<file path="src/rtl/csel_pkg.sv">
package csel_pkg;

  // Decoded target of a register-port offset
  typedef enum logic [1:0] {
    SEL_NONE   = 2'd0,
    SEL_CFG    = 2'd1,
    SEL_TIMING = 2'd2
  } reg_sel_e;

  typedef struct packed {
    reg_sel_e    sel;
    logic [3:0]  bank;
    logic [2:0]  tidx;
  } reg_hit_t;

  // Map a byte offset onto configuration or timing storage.
  // Offset fields: [11:8] page, [7:4] bank, [3:2] word, [1:0] byte.
  function automatic reg_hit_t decode_off(input logic [11:0] off, input int nbanks);
    reg_hit_t h;
    h.sel  = SEL_NONE;
    h.bank = off[7:4];
    h.tidx = 3'd0;
    if (off[1:0] == 2'b00 && int'(off[7:4]) < nbanks) begin
      case (off[11:8])
        4'h1: if (off[3:2] == 2'b00) h.sel = SEL_CFG;
        4'h2: begin
          h.sel  = SEL_TIMING;
          h.tidx = {1'b0, off[3:2]};
        end
        4'h3: if (off[3:2] == 2'b00) begin
          h.sel  = SEL_TIMING;
          h.tidx = 3'd4;
        end
        default: h.sel = SEL_NONE;
      endcase
    end
    return h;
  endfunction

endpackage

</file>
<file path="src/rtl/csel_reset_ctl.sv">
// Reset synchronizer plus boot-strap capture.
module csel_reset_ctl (
  input  logic clk,
  input  logic rst_n,
  input  logic boot_strap,
  output logic rst_sync_n,
  output logic swap_q
);

  logic meta_q;
  logic sync_q;

  always_ff @(posedge clk or negedge rst_n) begin
    if (!rst_n) begin
      meta_q <= 1'b0;
      sync_q <= 1'b0;
    end else begin
      meta_q <= 1'b1;
      sync_q <= meta_q;
    end
  end

  assign rst_sync_n = sync_q;

  // Strap follows the pin while reset is held, frozen afterwards
  always_ff @(posedge clk) begin
    if (!rst_sync_n) swap_q <= boot_strap;
  end

endmodule

</file>
<file path="src/rtl/csel_regfile.sv">
module csel_regfile
  import csel_pkg::*;
#(
  parameter int NUM_BANKS    = 8,
  parameter int DATA_W       = 32,
  parameter int REG_AW       = 12,
  parameter int TIM_PER_BANK = 5,
  parameter int ADDR_W       = 32,
  parameter int GRAN_LSB     = 17
) (
  input  logic                 clk,
  input  logic                 rst_n,
  input  logic                 boot_strap,
  input  logic                 reg_wr,
  input  logic [REG_AW-1:0]    reg_addr,
  input  logic [DATA_W-1:0]    reg_wdata,
  output logic [DATA_W-1:0]    reg_rdata,
  output logic [ADDR_W-1:GRAN_LSB]        base_fld [NUM_BANKS],
  output logic [ADDR_W-GRAN_LSB:1]        cmp_fld  [NUM_BANKS],
  output logic [NUM_BANKS-1:0]            en_fld
);

  localparam int BANK_W = $clog2(NUM_BANKS);

  reg_hit_t                 hit;
  logic [NUM_BANKS-1:0]     cfg_we;
  logic [TIM_PER_BANK-1:0]  tim_we [NUM_BANKS];
  logic [DATA_W-1:0]        cfg_q  [NUM_BANKS];
  logic [DATA_W-1:0]        tim_q  [NUM_BANKS][TIM_PER_BANK];

  // Write strobes
  always_comb begin
    hit = decode_off(reg_addr, NUM_BANKS);
    for (int b = 0; b < NUM_BANKS; b++) begin
      cfg_we[b] = reg_wr && (hit.sel == SEL_CFG) && (hit.bank == 4'(b));
      for (int t = 0; t < TIM_PER_BANK; t++) begin
        tim_we[b][t] = reg_wr && (hit.sel == SEL_TIMING) &&
                       (hit.bank == 4'(b)) && (hit.tidx == 3'(t));
      end
    end
  end

  for (genvar b = 0; b < NUM_BANKS; b++) begin : g_bank
    logic [DATA_W-1:1] hi_q;
    logic              en_q;

    always_ff @(posedge clk or negedge rst_n) begin
      if (!rst_n)         hi_q <= '0;
      else if (cfg_we[b]) hi_q <= reg_wdata[DATA_W-1:1];
    end

    if (b == 0) begin : g_strap_en
      // Reset value follows the inverted strap, loaded while reset is held
      always_ff @(posedge clk) begin
        if (!rst_n)         en_q <= ~boot_strap;
        else if (cfg_we[b]) en_q <= reg_wdata[0];
      end
    end else begin : g_plain_en
      always_ff @(posedge clk or negedge rst_n) begin
        if (!rst_n)         en_q <= 1'b0;
        else if (cfg_we[b]) en_q <= reg_wdata[0];
      end
    end

    assign cfg_q[b]    = {hi_q, en_q};
    assign base_fld[b] = hi_q[ADDR_W-1:GRAN_LSB];
    assign cmp_fld[b]  = hi_q[ADDR_W-GRAN_LSB:1];
    assign en_fld[b]   = en_q;

    for (genvar t = 0; t < TIM_PER_BANK; t++) begin : g_tim
      logic [DATA_W-1:0] word_q;
      always_ff @(posedge clk or negedge rst_n) begin
        if (!rst_n)            word_q <= '0;
        else if (tim_we[b][t]) word_q <= reg_wdata;
      end
      assign tim_q[b][t] = word_q;
    end
  end

  // Read mux
  always_comb begin
    reg_rdata = '0;
    case (hit.sel)
      SEL_CFG:    reg_rdata = cfg_q[hit.bank[BANK_W-1:0]];
      SEL_TIMING: reg_rdata = tim_q[hit.bank[BANK_W-1:0]][hit.tidx];
      default:    reg_rdata = '0;
    endcase
  end

endmodule

</file>
<file path="src/rtl/csel_bank_match.sv">
module csel_bank_match #(
  parameter int FIELD_W = 15
) (
  input  logic [FIELD_W-1:0] addr_hi,
  input  logic [FIELD_W-1:0] base,
  input  logic [FIELD_W-1:0] cmp_en,
  input  logic               enable,
  output logic               hit
);

  logic [FIELD_W-1:0] diff;

  always_comb begin
    diff = (addr_hi ^ base) & cmp_en;
    hit  = enable && (diff == '0);
  end

endmodule

</file>
<file path="src/rtl/csel_route.sv">
// Priority pick, boot-swap remap and output register.
module csel_route #(
  parameter int NUM_BANKS = 8
) (
  input  logic                 clk,
  input  logic                 rst_n,
  input  logic                 bus_valid,
  input  logic                 swap,
  input  logic [NUM_BANKS-1:0] bank_hit,
  output logic [NUM_BANKS-1:0] cs_n
);

  logic [NUM_BANKS-1:0] pick;
  logic [NUM_BANKS-1:0] phys;
  logic [NUM_BANKS-1:0] cs_n_d;
  logic [NUM_BANKS-1:0] cs_n_q;
  logic                 found;

  always_comb begin
    pick  = '0;
    found = 1'b0;
    for (int b = 0; b < NUM_BANKS; b++) begin
      if (bank_hit[b] && !found) begin
        pick[b] = 1'b1;
        found   = 1'b1;
      end
    end
    phys = pick;
    if (swap) begin
      phys[0] = pick[1];
      phys[1] = pick[0];
    end
    cs_n_d = bus_valid ? ~phys : '1;
  end

  always_ff @(posedge clk or negedge rst_n) begin
    if (!rst_n) cs_n_q <= '1;
    else        cs_n_q <= cs_n_d;
  end

  assign cs_n = cs_n_q;

endmodule

</file>
<file path="src/rtl/csel_decoder.sv">
module csel_decoder #(
  parameter int NUM_BANKS      = 8,
  parameter int ADDR_W         = 32,
  parameter int DATA_W         = 32,
  parameter int REG_AW         = 12,
  parameter int GRAN_LSB       = 17,
  parameter int CATCHALL_BANKS = 2,
  parameter int TIM_PER_BANK   = 5
) (
  input  logic                 clk,
  input  logic                 rst_n,
  input  logic                 boot_swap_strap,
  input  logic                 bus_valid,
  input  logic [ADDR_W-1:0]    bus_addr,
  output logic [NUM_BANKS-1:0] cs_n,
  input  logic                 reg_wr,
  input  logic [REG_AW-1:0]    reg_addr,
  input  logic [DATA_W-1:0]    reg_wdata,
  output logic [DATA_W-1:0]    reg_rdata
);

  localparam int FIELD_W = ADDR_W - GRAN_LSB;

  logic                          rst_sync_n;
  logic                          swap_q;
  logic [ADDR_W-1:GRAN_LSB]      base_fld [NUM_BANKS];
  logic [FIELD_W:1]              cmp_fld  [NUM_BANKS];
  logic [NUM_BANKS-1:0]          en_fld;
  logic [NUM_BANKS-1:0]          bank_hit;
  logic                          unused_addr_lo;

  assign unused_addr_lo = ^bus_addr[GRAN_LSB-1:0];

  csel_reset_ctl u_rst (
    .clk        (clk),
    .rst_n      (rst_n),
    .boot_strap (boot_swap_strap),
    .rst_sync_n (rst_sync_n),
    .swap_q     (swap_q)
  );

  csel_regfile #(
    .NUM_BANKS    (NUM_BANKS),
    .DATA_W       (DATA_W),
    .REG_AW       (REG_AW),
    .TIM_PER_BANK (TIM_PER_BANK),
    .ADDR_W       (ADDR_W),
    .GRAN_LSB     (GRAN_LSB)
  ) u_regs (
    .clk        (clk),
    .rst_n      (rst_sync_n),
    .boot_strap (boot_swap_strap),
    .reg_wr     (reg_wr),
    .reg_addr   (reg_addr),
    .reg_wdata  (reg_wdata),
    .reg_rdata  (reg_rdata),
    .base_fld   (base_fld),
    .cmp_fld    (cmp_fld),
    .en_fld     (en_fld)
  );

  for (genvar b = 0; b < NUM_BANKS; b++) begin : g_match
    logic en_eff;
    if (b < CATCHALL_BANKS) begin : g_forced
      assign en_eff = 1'b1;
    end else begin : g_gated
      assign en_eff = en_fld[b];
    end
    csel_bank_match #(.FIELD_W(FIELD_W)) u_match (
      .addr_hi (bus_addr[ADDR_W-1:GRAN_LSB]),
      .base    (base_fld[b]),
      .cmp_en  (cmp_fld[b]),
      .enable  (en_eff),
      .hit     (bank_hit[b])
    );
  end

  csel_route #(.NUM_BANKS(NUM_BANKS)) u_route (
    .clk       (clk),
    .rst_n     (rst_sync_n),
    .bus_valid (bus_valid),
    .swap      (swap_q),
    .bank_hit  (bank_hit),
    .cs_n      (cs_n)
  );

endmodule

</file>
<file path="config.mk">
export PLATFORM = sky130hd
export DESIGN_NAME = csel_decoder
export DESIGN_NICKNAME = d
export VERILOG_FILES = /design/src/rtl/csel_pkg.sv /design/src/rtl/csel_reset_ctl.sv /design/src/rtl/csel_regfile.sv /design/src/rtl/csel_bank_match.sv /design/src/rtl/csel_route.sv /design/src/rtl/csel_decoder.sv
export SDC_FILE = /design/constraint.sdc
export NUM_CORES = 2
export LEC_CHECK = 0
export ABC_AREA = 0
export BUFFER_PORTS_ARGS = -buffer_cell sky130_fd_sc_hd__buf_4
export CAP_MARGIN = 20
export CORE_MARGIN = 4
export CORE_UTILIZATION = 25
export DETAILED_ROUTE_END_ITERATION = 16
export PLACE_DENSITY = 0.5
export SETUP_SLACK_MARGIN = 0.05
export SLEW_MARGIN = 10
export SYNTH_ARGS = -nofsm -noshare
export SYNTH_HDL_FRONTEND = slang
export SYNTH_SLANG_ARGS = --single-unit
</file>
<file path="constraint.sdc">
create_clock -name clk -period 112.8 [get_ports clk]
set_clock_uncertainty 0.15 [all_clocks]
set_input_delay 5.64 -clock clk [delete_from_list [all_inputs] [get_ports clk]]
set_output_delay 5.64 -clock clk [all_outputs]
set_load 0.02 [all_outputs]
</file>
; After elaboration in Yosys (flattened, before gate mapping)
; Cells that the tools add are included.
; Widths: inputs -> output; s select.
[word_totals]
wordCells = 226
mem_bits_ro = 0
register_bits = 1547
memories = 0
latch_bits = 0
out_inout_bits = 40
mem_bits_rw = 0
[op_classes]
div_mod_pow = 0
magnitude_cmp = 3
n_shift = 0
n_eq_ne = 17
addsub = 0
mul = 0
bitwise_logic = 20
reduce_logical = 91
n_mux = 35
[ops]
columns = cell, n
row1 = $bmux 160 s3, 1
row2 = $mux 160, 2
row3 = $bmux 32 s3, 2
row4 = $mux 32, 4
row5 = $and 15x15->15, 8
row6 = $logic_not 15->1, 8
row7 = $xor 15x15->15, 8
row8 = $logic_and 1x1->1, 72
row9 = $pmux 32 s2, 1
row10 = $mux 1, 17
row11 = $eq 4x2->1 const B, 4
row12 = $eq 4x3->1 const B, 4
row13 = $eq 4x1->1 const B, 2
row14 = $ge 4x4->1 const B, 2
row15 = $mux 8, 1
row16 = $not 3->4, 2
row17 = $not 8->8, 1
row18 = $logic_not 1->1, 7
row19 = $eq 3x2->1 const B, 2
row20 = $mux 2, 3
row21 = $mux 3, 2
row22 = $pmux 2 s3, 1
row23 = $pmux 3 s2, 1
row24 = $logic_not 2->1, 2
row25 = 9 further kinds, 9

; Longest topological paths before layout
[depth]
depth_word = 27
mapped_depth = 12

; Hierarchy
; From an unflattened synthesis, not the netlist that was laid out.
[hier_totals]
cells_unflattened = 4990
hier_area_um2 = 74022.2
[by_module_without_submodules]
columns = module, n_inst, cells_each, area_per_inst_um2, seq_area_each_um2
row1 = csel_regfile, 1, 4744, 71905.2, 38441.9
row2 = csel_bank_match, 8, 27, 212.7, 0.0
row3 = csel_route, 1, 24, 324.1, 210.2
row4 = csel_reset_ctl, 1, 5, 87.6, 80.1
row5 = csel_decoder, 1, 1, 3.8, 0.0

; Worst setup path before layout
; OpenSTA, ideal clock, no wires.
[synth_timing]
path_type = flip-flop to flip-flop
startpoint = register u_rst.sync_q, in the netlist u_rst.rst_sync_n
endpoint = register u_regs.g_bank[0].en_q (data pin)
arrival_time_ns = 36.012
n_path_buf = 0
period_less_slack_ns = 37.748
setup_ns = 1.586
path_stages_with_launch = 2
path_slack_ns = 75.052
path_cell_list = dfrtp_1 > o21ai_0
[synth_via]
elab_chain_cells = 1
[synth_rtl]
columns = item, line_no
row1 = "start, declared", csel_reset_ctl.sv:11  ; logic sync_q;
row2 = "start signal, assigned", csel_reset_ctl.sv:19  ; sync_q <= meta_q;
row3 = $mux 1, csel_regfile.sv:55  ; if (!rst_n) en_q <= ~boot_strap;
row4 = "end signal, assigned", csel_regfile.sv:55
row5 = "end signal, assigned", csel_regfile.sv:56  ; else if (cfg_we[b]) en_q <= reg_wdata[0];
row6 = "end, declared", csel_regfile.sv:45  ; logic en_q;
; No other way between the ends.
; A chain may end at the register's enable or synchronous reset.

; Worst setup path after layout
[layout_timing]
startpoint = input reg_addr[4]
endpoint = output reg_rdata[28]
[layout_via]
elab_chain_cells = 8
word_cells_on_any_way = 18
cone_classes = order compare (1) / eq/ne (2) / mux (12) / bitwise (2) / reduce/logical (1)
[layout_rtl]
columns = item, line_no
row1 = "start, declared", csel_decoder.sv:17  ; input logic [REG_AW-1:0] reg_addr,
row2 = $lt 4x4->1 or $not 3->4 (tied branches), "csel_pkg.sv:23, csel_regfile.sv:84, csel_regfile.sv:85"
row3 = $logic_and 1x1->1 or $bmux 160 s3 (tied branches), "csel_pkg.sv:23, csel_regfile.sv:85"
row4 = $mux 3 or $mux 160 (tied branches), "csel_pkg.sv:23, csel_regfile.sv:85"
row5 = $not 3->4 (not written as such) or $mux 160 (tied branches), csel_regfile.sv:85  ; SEL_TIMING: reg_rdata = tim_q[hit.bank[BANK_W-1:0]][hit.tidx];
row6 = $bmux 32 s3, csel_regfile.sv:85
row7 = $mux 32 (not written as such) (2 in series), csel_regfile.sv:85
row8 = $pmux 32 s2 *, csel_regfile.sv:83  ; case (hit.sel)
row9 = "end, declared", csel_decoder.sv:19  ; output logic [DATA_W-1:0] reg_rdata
; Every way passes the cells marked *; elsewhere a longest branch is shown, timed or not. The select of a mux whose other input is x is not followed.

==> qor.yml <==
p_per_area_nw_per_um2: 14.3
drc: 0
required_ns: 107.01
cts_resized: 0
clk_pin_slew_ns: 0.06
pwr-share-seq: 0.472
syn_nets: 4752
drv_cap: 0
fin_crit_sh: 0.155
area_growth_pct: 14.1
clk_latency_ns: 0.80
ctsLongestPathBuffers: 3
crit_type: "in -> out"
rrSetupSlack_ns: 108.03
clock_sinks: 1547
finalSetupViolCount: 0
num_rows: 197
netlist.area_leader.share: 0.531
reg2reg_depth: 7
async_flop_share: 0.999
crit_path_frequent_cell: "buf_4"
arrival_ns: 11.68
cts_hold_buf: 0
routed_wl_mm: 217
worstSetupStartpointType: "input pin"
finalSetupTns_ns: 0
die_w_um: 546
cp_max_fo: 37
grt_usage: 0.144
slowest_delay_ns: 0.76
drt_iter0_drc: 2492
drtAntennaViolNets: 0
slew_viol_final: 0
cts_tree: "done"
synth-seq-cells: 1547
n_fill_cell: 28800
clockRootBuffer: "clkbuf_16"
synth_area_per_cell_um2: 15.5
yosys-top-cells-count: "dfrtp_1 (1,537), mux2_2 (1,335), mux4_2 (384), mux2_1 (231), clkbuf_1 (208)"
grt_overflow_total: 0
yosysMostFrequentCell: "dfrtp_1"
gp_congestion: 0.755
rsz0062_at_grt: "false"
drive_gt1_frac: 0.477
grt_max_degree: 177
seq_area_um2: 38700
intPower_uw: 906
fin_crit_ns: 17.47
antenna_found_initial: 23
die_area_um2: 298000
cts-buffers-inserted: 177
ios: 121
coreArea_um2: 288000
synthDistinctLibCells: 52
vdd_drop_max_mv: 0.0137
hold_path.class: "reg -> async"
h-tree-depth: 4
routedWlPerCell_um: 25.5
p_comb_frac: 0.041
synthTopCellsByArea: "dfrtp_1 (53%), mux2_2 (21%), mux4_2 (12%)"
max_freq_mhz: 57.3
cp_top_family: "buffers and inverters"
portBuffers: 103
synthFlopType: "dfrtp_1"
relSlewSlack: 0.268
clockPowerShare: 0.487
cts_setup_buffers: 0
multi_input_area_um2: 31600
endpoint_kind: "output pin"
p_leak_uw: 0.0392
status: "completed"
die_h_um: 546
via_count: 40800
finalNetCount: 4675
crit_path_cell_trace: "buf_8 > buf_4 > buf_4 > buf_4 > buf_4 > buf_4 > mux4_2 > mux2_2 > a21oi_1 > o21ai_0 > buf_4"
critPathBufInv: 7
worstMarginPinSlew_ns: 1.09
power_switching_uw: 275
first_pass_iters: 5
slowest_stage: "buf_4"
syn-cell-area_um2: 72400
synth_edf_count: 2
synth_largest_area_cell: "dfrtp_1"
r2r-start: "u_rst.rst_sync_n$_DFF_PN0_"
r2r_end: "u_regs.g_bank[1].g_tim[2].word_q[25]$_DFFE_PN0P_"
dp_hpwl_mm: 129
netSwitchingFraction: 0.233
drt-vias-per-instance: 4.79
yosysSeqAreaShare: 0.535
ys.warnings.count: 0
netlist_instances: 4669
initial_core_util: 0.251
grt_pass1_vias: 43500
dpl_cell_area_um2: 76600
hold_viol: 0
design_area_um2: 82600
grt_pass1_wl_mm: 320
==> cell type report <==
type / instances / share of cell area
Antenna cell: 5 / 0.000152
Clock buffer: 270 / 0.0636
Clock inverter: 48 / 0.00646
Inverter: 3 / 0.000136
Multi-Input combinational cell: 2662 / 0.383
Sequential cell: 1547 / 0.469
Tap cell: 3781 / 0.0573
Timing Repair Buffer: 201 / 0.0202
==> worst max path at each step <==
stage | cells past startpoint | slack (ns) | end | from
4_1_cts | 11 | 94.70 | reg_rdata[28] | reg_addr[4]
3_3_place_gp | 11 | 94.74 | reg_rdata[28] | reg_addr[4]
3_5_place_dp | 11 | 94.69 | reg_rdata[28] | reg_addr[4]
5_1_grt | 11 | 94.64 | reg_rdata[28] | reg_addr[4]
2_1_floorplan | 0 | 66.33 | u_regs.g_bank[0].g_tim[0].word_q[0]$_DFFE_PN0P_ | u_rst.rst_sync_n$_DFF_PN0_
6_report | 11 | 95.33 | reg_rdata[28] | reg_addr[4]
==> kinds of logic (layout without fill, tap and decap cells) <==
| kind of cell | Yosys count | in the layout | synth area share |
|---|---|---|---|
| adder cells (fa/ha/maj) | 2 | 2 | 0.000346 |
| multiplexers | 2080 | 2080 | 0.381 |
| XOR/XNOR | 121 | 121 | 0.0146 |
| AO/OA/AOI/OAI | 190 | 190 | 0.0179 |
| AND/OR/NAND/NOR | 268 | 268 | 0.0198 |
| flip-flops | 1547 | 1547 | 0.535 |
| buffers and inverters | 460 | 522 | 0.0308 |
| other | 1 | 6 | 0.0000518 |
==> routing by layer <==
layer	track usage	vias to the layer above	share of wire
met5	0	-	0.00035
met4	0.0325	12	0.020
met3	0.0224	263	0.046
met2	0.231	772	0.47
met1	0.205	22600	0.47
li1	-	17200	-
==> power groups by stage <==
stage          clock network [µW]  logic, µW  registers (µW)
6_report                      575       48.4             557
5_1_grt                       614       53.2             557
3_5_place_dp                    0       48.9             568
4_1_cts                       592       49.0             558
3_3_place_gp                    0       48.1             568
2_1_floorplan                   0       24.6             576
==> cells in the final DEF, fill, tap and decap left out, types with 5 or more instances in the layout <==
cell type  instances
mux2_2          1335
o22ai_1            7
buf_4            190
a221oi_1           6
a2bb2oi_1          5
mux2_1           231
nand3_1           43
bufinv_16          7
xor2_1           120
a21oi_1           27
nor2_8             5
clkbuf_1          50
o21ai_0           31
mux4_2           384
a22oi_1           75
clkbuf_8          39
inv_6              7
clkinv_2          23
nor2_4            29
diode_2            5
mux2i_1          130
nor2b_1           35
a211oi_1          31
a22o_1             5
dfstp_2            8
nand2_2           15
dfrtp_1         1536
nand4_1            9
nand2_1           62
nor2_1            36
nor3_1             7
buf_16             5
clkbuf_16        181
==> state kept, by name (all words and copies together), names as in the netlist <==
signal,flops
u_regs.g_bank.en_q,8
u_route.cs_n,8
u_regs.g_bank.hi_q,248
u_rst.meta_q,1
u_regs.g_bank.g_tim.word_q,1280
u_rst.rst_sync_n,1
u_rst.swap_q,1
==> through the flow <==
stage                     power [µW]  instances  utilization  hold slack, ns  setup WS (ns)
after floorplan                  601       4669            -           0.181          66.33
after global placement           616       8189        0.266           0.185          94.74
after detailed placement         617       8189        0.266           0.188          94.69
after CTS                       1200       8507        0.286           0.203          94.70
after global routing            1220       8513        0.287          0.0659          94.64
final                           1180       8517        0.287          0.0476          95.33
No activity file was read; power rests on OpenSTA's default activity.
